===== src/rtl/irq_ctl_pkg.sv =====
package irq_ctl_pkg;
  localparam int CFG_LINES = 3;
  localparam int LVL_LINES = 2;
  localparam int NSRC      = 1 + CFG_LINES + 1 + LVL_LINES;
  localparam int VEC_W     = $clog2(NSRC);
  localparam int DATA_W    = 2 * NSRC;
  localparam int CTRL_W    = CFG_LINES + 1;
  localparam int IDX_PWR   = 0;
  localparam int IDX_CFG0  = 1;
  localparam int IDX_EDGE  = IDX_CFG0 + CFG_LINES;
  localparam int IDX_LVL0  = IDX_EDGE + 1;
  localparam int NEST_BIT  = CFG_LINES;

  typedef enum logic [1:0] {
    SEL_MASK  = 2'd0,
    SEL_CTRL  = 2'd1,
    SEL_FRCLR = 2'd2,
    SEL_NONE  = 2'd3
  } regSel_e;

  // strobes from control to datapath
  typedef struct packed {
    logic            take;
    logic [NSRC-1:0] takeOh;
    logic [NSRC-1:0] retireOh;
  } ctlStrobe_t;

  // isolate lowest set bit (highest priority)
  function automatic logic [NSRC-1:0] lowOh(input logic [NSRC-1:0] v);
    return v & (~v + NSRC'(1));
  endfunction
endpackage


===== src/rtl/irq_ctl_datapath.sv =====
module irq_ctl_datapath
  import irq_ctl_pkg::*;
(
  input  logic              clk,
  input  logic              rstN,
  input  logic [NSRC-1:0]   srcIn,
  input  logic              wrEn,
  input  logic [1:0]        wrSel,
  input  logic [DATA_W-1:0] wrData,
  input  logic              intEnable,
  input  logic              intDisable,
  input  ctlStrobe_t        strobe,
  output logic [NSRC-1:0]   pending,
  output logic [NSRC-1:0]   maskQ,
  output logic              nestOn,
  output logic              globalEnQ,
  output logic [NSRC-1:0]   inSvcQ,
  output logic              maskWr
);
  logic [CTRL_W-1:0] ctrlQ;
  logic [NSRC-1:0]   prevQ, latchQ, edgeMode, rise, setBits, clrBits;
  logic              frcWr;

  assign maskWr = wrEn && (wrSel == SEL_MASK);
  assign frcWr  = wrEn && (wrSel == SEL_FRCLR);
  assign nestOn = ctrlQ[NEST_BIT];

  // sensitivity per source
  generate
    for (genvar i = 0; i < NSRC; i++) begin : g_mode
      if (i == IDX_PWR || i == IDX_EDGE) begin : g_edge
        assign edgeMode[i] = 1'b1;
      end else if (i >= IDX_CFG0 && i < IDX_EDGE) begin : g_cfg
        assign edgeMode[i] = ctrlQ[i-IDX_CFG0];
      end else begin : g_lvl
        assign edgeMode[i] = 1'b0;
      end
    end
  endgenerate

  assign rise    = srcIn & ~prevQ;
  assign setBits = frcWr ? wrData[NSRC-1:0] : '0;
  assign clrBits = frcWr ? wrData[DATA_W-1:NSRC] : '0;
  assign pending = (latchQ & edgeMode) | (srcIn & ~edgeMode);

  always_ff @(posedge clk or negedge rstN) begin
    if (!rstN) begin
      prevQ     <= '0;
      latchQ    <= '0;
      maskQ     <= '0;
      ctrlQ     <= '0;
      globalEnQ <= 1'b1;
      inSvcQ    <= '0;
    end else begin
      prevQ  <= srcIn;
      latchQ <= ((latchQ & ~strobe.takeOh & ~clrBits) | rise | setBits) & edgeMode;
      if (maskWr) maskQ <= wrData[NSRC-1:0];
      if (wrEn && wrSel == SEL_CTRL) ctrlQ <= wrData[CTRL_W-1:0];
      if (intDisable)     globalEnQ <= 1'b0;
      else if (intEnable) globalEnQ <= 1'b1;
      inSvcQ <= (inSvcQ & ~strobe.retireOh) | strobe.takeOh;
    end
  end

  p_svc_set_r9: assert property (@(posedge clk) disable iff (!rstN)
    strobe.take |=> ((inSvcQ & $past(strobe.takeOh)) != '0));
  p_gdis_r7: assert property (@(posedge clk) disable iff (!rstN)
    intDisable |=> !globalEnQ);
endmodule


===== src/rtl/irq_ctl_control.sv =====
module irq_ctl_control
  import irq_ctl_pkg::*;
(
  input  logic             clk,
  input  logic             rstN,
  input  logic [NSRC-1:0]  pending,
  input  logic [NSRC-1:0]  maskQ,
  input  logic             nestOn,
  input  logic             globalEnQ,
  input  logic [NSRC-1:0]  inSvcQ,
  input  logic             maskWr,
  input  logic             irqAck,
  input  logic             irqDone,
  output logic             irqReq,
  output logic [VEC_W-1:0] irqVec,
  output ctlStrobe_t       strobe
);
  localparam logic [NSRC-1:0] PWR_OH = NSRC'(1) << IDX_PWR;

  logic            holdOffQ;
  logic [NSRC-1:0] enabled, allow, cand, pickOh;

  always_ff @(posedge clk or negedge rstN) begin
    if (!rstN) holdOffQ <= 1'b0;
    else       holdOffQ <= maskWr;
  end

  assign enabled = pending & (maskQ | PWR_OH);

  // nesting ceiling: sources at or below any in-service level are barred
  always_comb begin
    logic busy;
    busy = 1'b0;
    for (int i = 0; i < NSRC; i++) begin
      busy     = busy | inSvcQ[i];
      allow[i] = nestOn ? !busy : (inSvcQ == '0);
    end
  end

  assign cand   = enabled & allow & {NSRC{globalEnQ && !holdOffQ}};
  assign pickOh = lowOh(cand);
  assign irqReq = |cand;

  always_comb begin
    irqVec = '0;
    for (int i = NSRC-1; i >= 0; i--)
      if (cand[i]) irqVec = VEC_W'(i);
  end

  assign strobe.take     = irqAck && irqReq;
  assign strobe.takeOh   = strobe.take ? pickOh : '0;
  assign strobe.retireOh = irqDone ? lowOh(inSvcQ) : '0;

  p_hold_r3: assert property (@(posedge clk) disable iff (!rstN)
    maskWr |=> !irqReq);
  p_masked_r1: assert property (@(posedge clk) disable iff (!rstN)
    (irqReq && irqVec != VEC_W'(IDX_PWR)) |-> maskQ[irqVec]);
  p_nonest_r8: assert property (@(posedge clk) disable iff (!rstN)
    (irqReq && !nestOn) |-> (inSvcQ == '0));
  p_take_onehot_r9: assert property (@(posedge clk) disable iff (!rstN)
    $onehot0(strobe.takeOh));
endmodule


===== src/rtl/irq_ctl_top.sv =====
module irq_ctl_top
  import irq_ctl_pkg::*;
(
  input  logic                 clk,
  input  logic                 rstN,
  input  logic                 pwrDownReq,
  input  logic [CFG_LINES-1:0] cfgLine,
  input  logic                 edgeLine,
  input  logic [LVL_LINES-1:0] lvlLine,
  input  logic                 wrEn,
  input  logic [1:0]           wrSel,
  input  logic [DATA_W-1:0]    wrData,
  input  logic                 intEnable,
  input  logic                 intDisable,
  input  logic                 irqAck,
  input  logic                 irqDone,
  output logic                 irqReq,
  output logic [VEC_W-1:0]     irqVec
);
  logic [NSRC-1:0] srcIn, pending, maskQ, inSvcQ;
  logic            nestOn, globalEnQ, maskWr;
  ctlStrobe_t      strobe;

  assign srcIn = {lvlLine, edgeLine, cfgLine, pwrDownReq};

  irq_ctl_datapath dp_i (
    .clk(clk), .rstN(rstN), .srcIn(srcIn), .wrEn(wrEn), .wrSel(wrSel),
    .wrData(wrData), .intEnable(intEnable), .intDisable(intDisable),
    .strobe(strobe), .pending(pending), .maskQ(maskQ), .nestOn(nestOn),
    .globalEnQ(globalEnQ), .inSvcQ(inSvcQ), .maskWr(maskWr)
  );

  irq_ctl_control ctl_i (
    .clk(clk), .rstN(rstN), .pending(pending), .maskQ(maskQ),
    .nestOn(nestOn), .globalEnQ(globalEnQ), .inSvcQ(inSvcQ),
    .maskWr(maskWr), .irqAck(irqAck), .irqDone(irqDone),
    .irqReq(irqReq), .irqVec(irqVec), .strobe(strobe)
  );

  p_gdis_req_r7: assert property (@(posedge clk) disable iff (!rstN)
    intDisable |=> !irqReq);
endmodule


===== config.mk =====
export PLATFORM = sky130hd
export DESIGN_NAME = irq_ctl_top
export DESIGN_NICKNAME = d
export VERILOG_FILES = /design/src/rtl/irq_ctl_pkg.sv /design/src/rtl/irq_ctl_datapath.sv /design/src/rtl/irq_ctl_control.sv /design/src/rtl/irq_ctl_top.sv
export SDC_FILE = /design/constraint.sdc
export NUM_CORES = 1
export LEC_CHECK = 0
export ABC_AREA = 1
export BUFFER_PORTS_ARGS = -buffer_cell sky130_fd_sc_hd__buf_4
export CAP_MARGIN = 20
export CELL_PAD_IN_SITES_DETAIL_PLACEMENT = 1
export CELL_PAD_IN_SITES_GLOBAL_PLACEMENT = 1
export CORE_ASPECT_RATIO = 0.75
export CORE_MARGIN = 5
export CORE_UTILIZATION = 42
export DETAILED_ROUTE_END_ITERATION = 10
export GPL_TIMING_DRIVEN = 0
export PLACE_DENSITY = 0.93
export SETUP_SLACK_MARGIN = 0.02
export SYNTH_ARGS = -nofsm -noshare
export SYNTH_HDL_FRONTEND = slang
export SYNTH_SLANG_ARGS = --single-unit

===== constraint.sdc =====
create_clock -name clk -period 2.5 [get_ports clk]
set_input_delay 0.125 -clock clk [delete_from_list [all_inputs] [get_ports clk]]
set_output_delay 0.125 -clock clk [all_outputs]
set_load 0.02 [all_outputs]

==> results.toml <==
[global_route]
grt_use_met1 = 0.265
grt_overflow_total = 0
antenna_found_initial = 0
grt_pass1_vias = 1620
use_met2 = 0.358
grt_max_degree = 30
grt_pass1_wl_um = 8080
grt.busiest_layer = "met2"
grtUsageTotal = 0.215
use_met3 = 0.0706

[floorplan]
die_w_um = 80.6
dieHeight_um = 62.9
core_um2 = 3640
start_util = 0.431
fp-row-count = 19
dieArea_um2 = 5070
ioPinCount = 34

[worst_setup_path]
critPathKind = "register to primary output"
cp.required_ps = 2380
reg2reg_depth = 9
critPathMaxFanout = 8
worst_setup_path_start_kind = "register"
cp.arrival_ps = 2030
cp-end-kind = "primary output"

[yosys]
syn_inst = 196
ys_ff_latch = 29
synth.distinct_cells = 27
yosysWarnings = 0
seq_area_frac_synth = 0.463
synth.avg_cell_area_um2 = 8.01
syn_nets = 226
syn_area_um2 = 1570

[clock_tree]
cts.clk_slew.worst_paths_ps = 80
cts_tree = "built"
clock-sinks = 29
cts.path.max_buffers = 2
h-tree-depth = 2
clk_latency_ps = 300
cts-resized-gates = 0
cts_root_buffer = "clkbuf_8"
cts_buffers = 5

[pwr]
ir_drop_uv = 458
p_leak_nw = 1.03
p_total_mw = 1.48
power_density_nw_per_um2 = 715

[finish]
area_growth_pct = 31.7
fill_cells = 465
final_common_cell = "nand2_1"
instances_no_fill = 295
fin_area_um2 = 2070
final_util = 0.568
drive_gt1_frac = 0.284
antenna_cells = 0
nets = 272
most-common-layout-cells = "nand2_1, inv_1, buf_4"

[job]
drv_cap = 0

[placed_design]
port_buffers = 31
place_area_um2 = 1870
gp_congestion = 0.904
dp_hpwl_um = 3280
placedCellCount = 279

[route]
remaining_drc_errors = 0
dr.pass1.iters = 4
routed_wl_um = 5000
drt-vias-per-instance = 5.13
wire_per_inst_um = 16.9
vias = 1514
ant_nets = 0
drt_iter0_drc = 90

[timing]
slew_violations = 0
rsz0062_at_grt = "false"
layout_min_cycle_time_ps = 2160
relSlewSlack = 0.642
period_share = 0.863
tns_ps = 0
fin_skew_ps = 8.69
setup_violations = 0
worst_pin_slew_ps = 534
finalHoldViolCount = 0
fmax_mhz = 463

[min_path]
holdPathStages = 3
min_path_type = "input pin to register"

[run_status]
status = "completed"
[power by group]
part / switching [mW] / internal [mW] / total, mW
clock: 0.214 / 0.324 / 0.538
combinational: 0.236 / 0.140 / 0.376
sequential: 0.0425 / 0.521 / 0.563
[metrics by stage]
| stage | setup WS, ps | hold WS (ps) |
|---|---|---|
| CTS | 339 | 41.1 |
| detailed placement | 681 | 73.4 |
| finish | 341 | 36.6 |
| global placement | 772 | 68.4 |
| global route | 232 | 27.5 |
| floorplan | 923 | -171 |
[path summary, 6_finish.rpt]
path / start / end / slack, ps
setup / recovery: dp_i.globalEnQ$_DFFE_PN1P_ / irqVec[1] / 340
hold / removal: wrData[6] / dp_i.maskQ[6]$_DFFE_PN0P_ / 40
hold reg to reg: dp_i.maskQ[5]$_DFFE_PN0P_ / dp_i.maskQ[5]$_DFFE_PN0P_ / 490
min in group asynchronous: rstN / dp_i.prevQ[4]$_DFF_PN0_ / 290
setup reg to reg: dp_i.globalEnQ$_DFFE_PN1P_ / dp_i.latchQ[2]$_DFF_PN0_ / 680
max in group asynchronous: rstN / dp_i.globalEnQ$_DFFE_PN1P_ / 1880
[synthesized netlist by cell type (all sizes together)]
master | instances | area share
nand2 | 52 | 0.14
dfstp | 1 | 0.017
inv | 34 | 0.081
o22ai | 6 | 0.024
or2 | 2 | 0.0080
a31oi | 2 | 0.0080
o21ai | 20 | 0.066
nor3 | 4 | 0.019
nor2 | 24 | 0.080
dfrtp | 28 | 0.45
nand4 | 2 | 0.0080
o31ai | 1 | 0.0048
nand3 | 10 | 0.045
nand3b | 3 | 0.014
a31o | 1 | 0.0056
a21oi | 6 | 0.031
[final cells by class]
class                           instances  area (µm²)  area share
Clock inverter                          2        37.5      0.0182
Sequential cell                        29         727       0.352
Multi-Input combinational cell        133         714       0.346
Clock buffer                            6        82.6      0.0400
Inverter                               34         128      0.0617
Tap cell                               52        65.1      0.0315
Timing Repair Buffer                   39         313       0.151
[registers in the layout (all words and copies together), names as in the netlist]
name	flops
dp_i.ctrlQ	4
dp_i.globalEnQ	1
dp_i.maskQ	6
dp_i.prevQ	5
dp_i.latchQ	5
ctl_i.holdOffQ	1
dp_i.inSvcQ	7
[metal layers]
layer	wire length (µm)	vias up
met1	2120	743
met5	0	-
met2	2530	39
met4	80	0
li1	-	722
met3	267	10
[cells by family after synthesis]
group / count (synthesis) / share of synthesized area
flops: 29 / 0.463
simple gates: 97 / 0.316
buf+inv: 34 / 0.0813
compound gates: 36 / 0.140
[critical path, cell delays in order, from the launching register on]
cell	delay [ps]
dfstp_2	540
nand2_2	140
nor2_1	230
nand2_1	90
nor2_1	110
nand2_1	70
nand2_2	100
or2_1	160
a31oi_1	120
buf_4	170
[what timing repair did]
| action | 4_1_cts | 5_1_grt |
|---|---|---|
| buffers inserted | 0 | 0 |
| hold buffers | 8 | 0 |
| hold endpoints to repair | 35 | 0 |
| endpoints found under the setup margin | 0 | 0 |
Power figures use the tool's default switching activity.
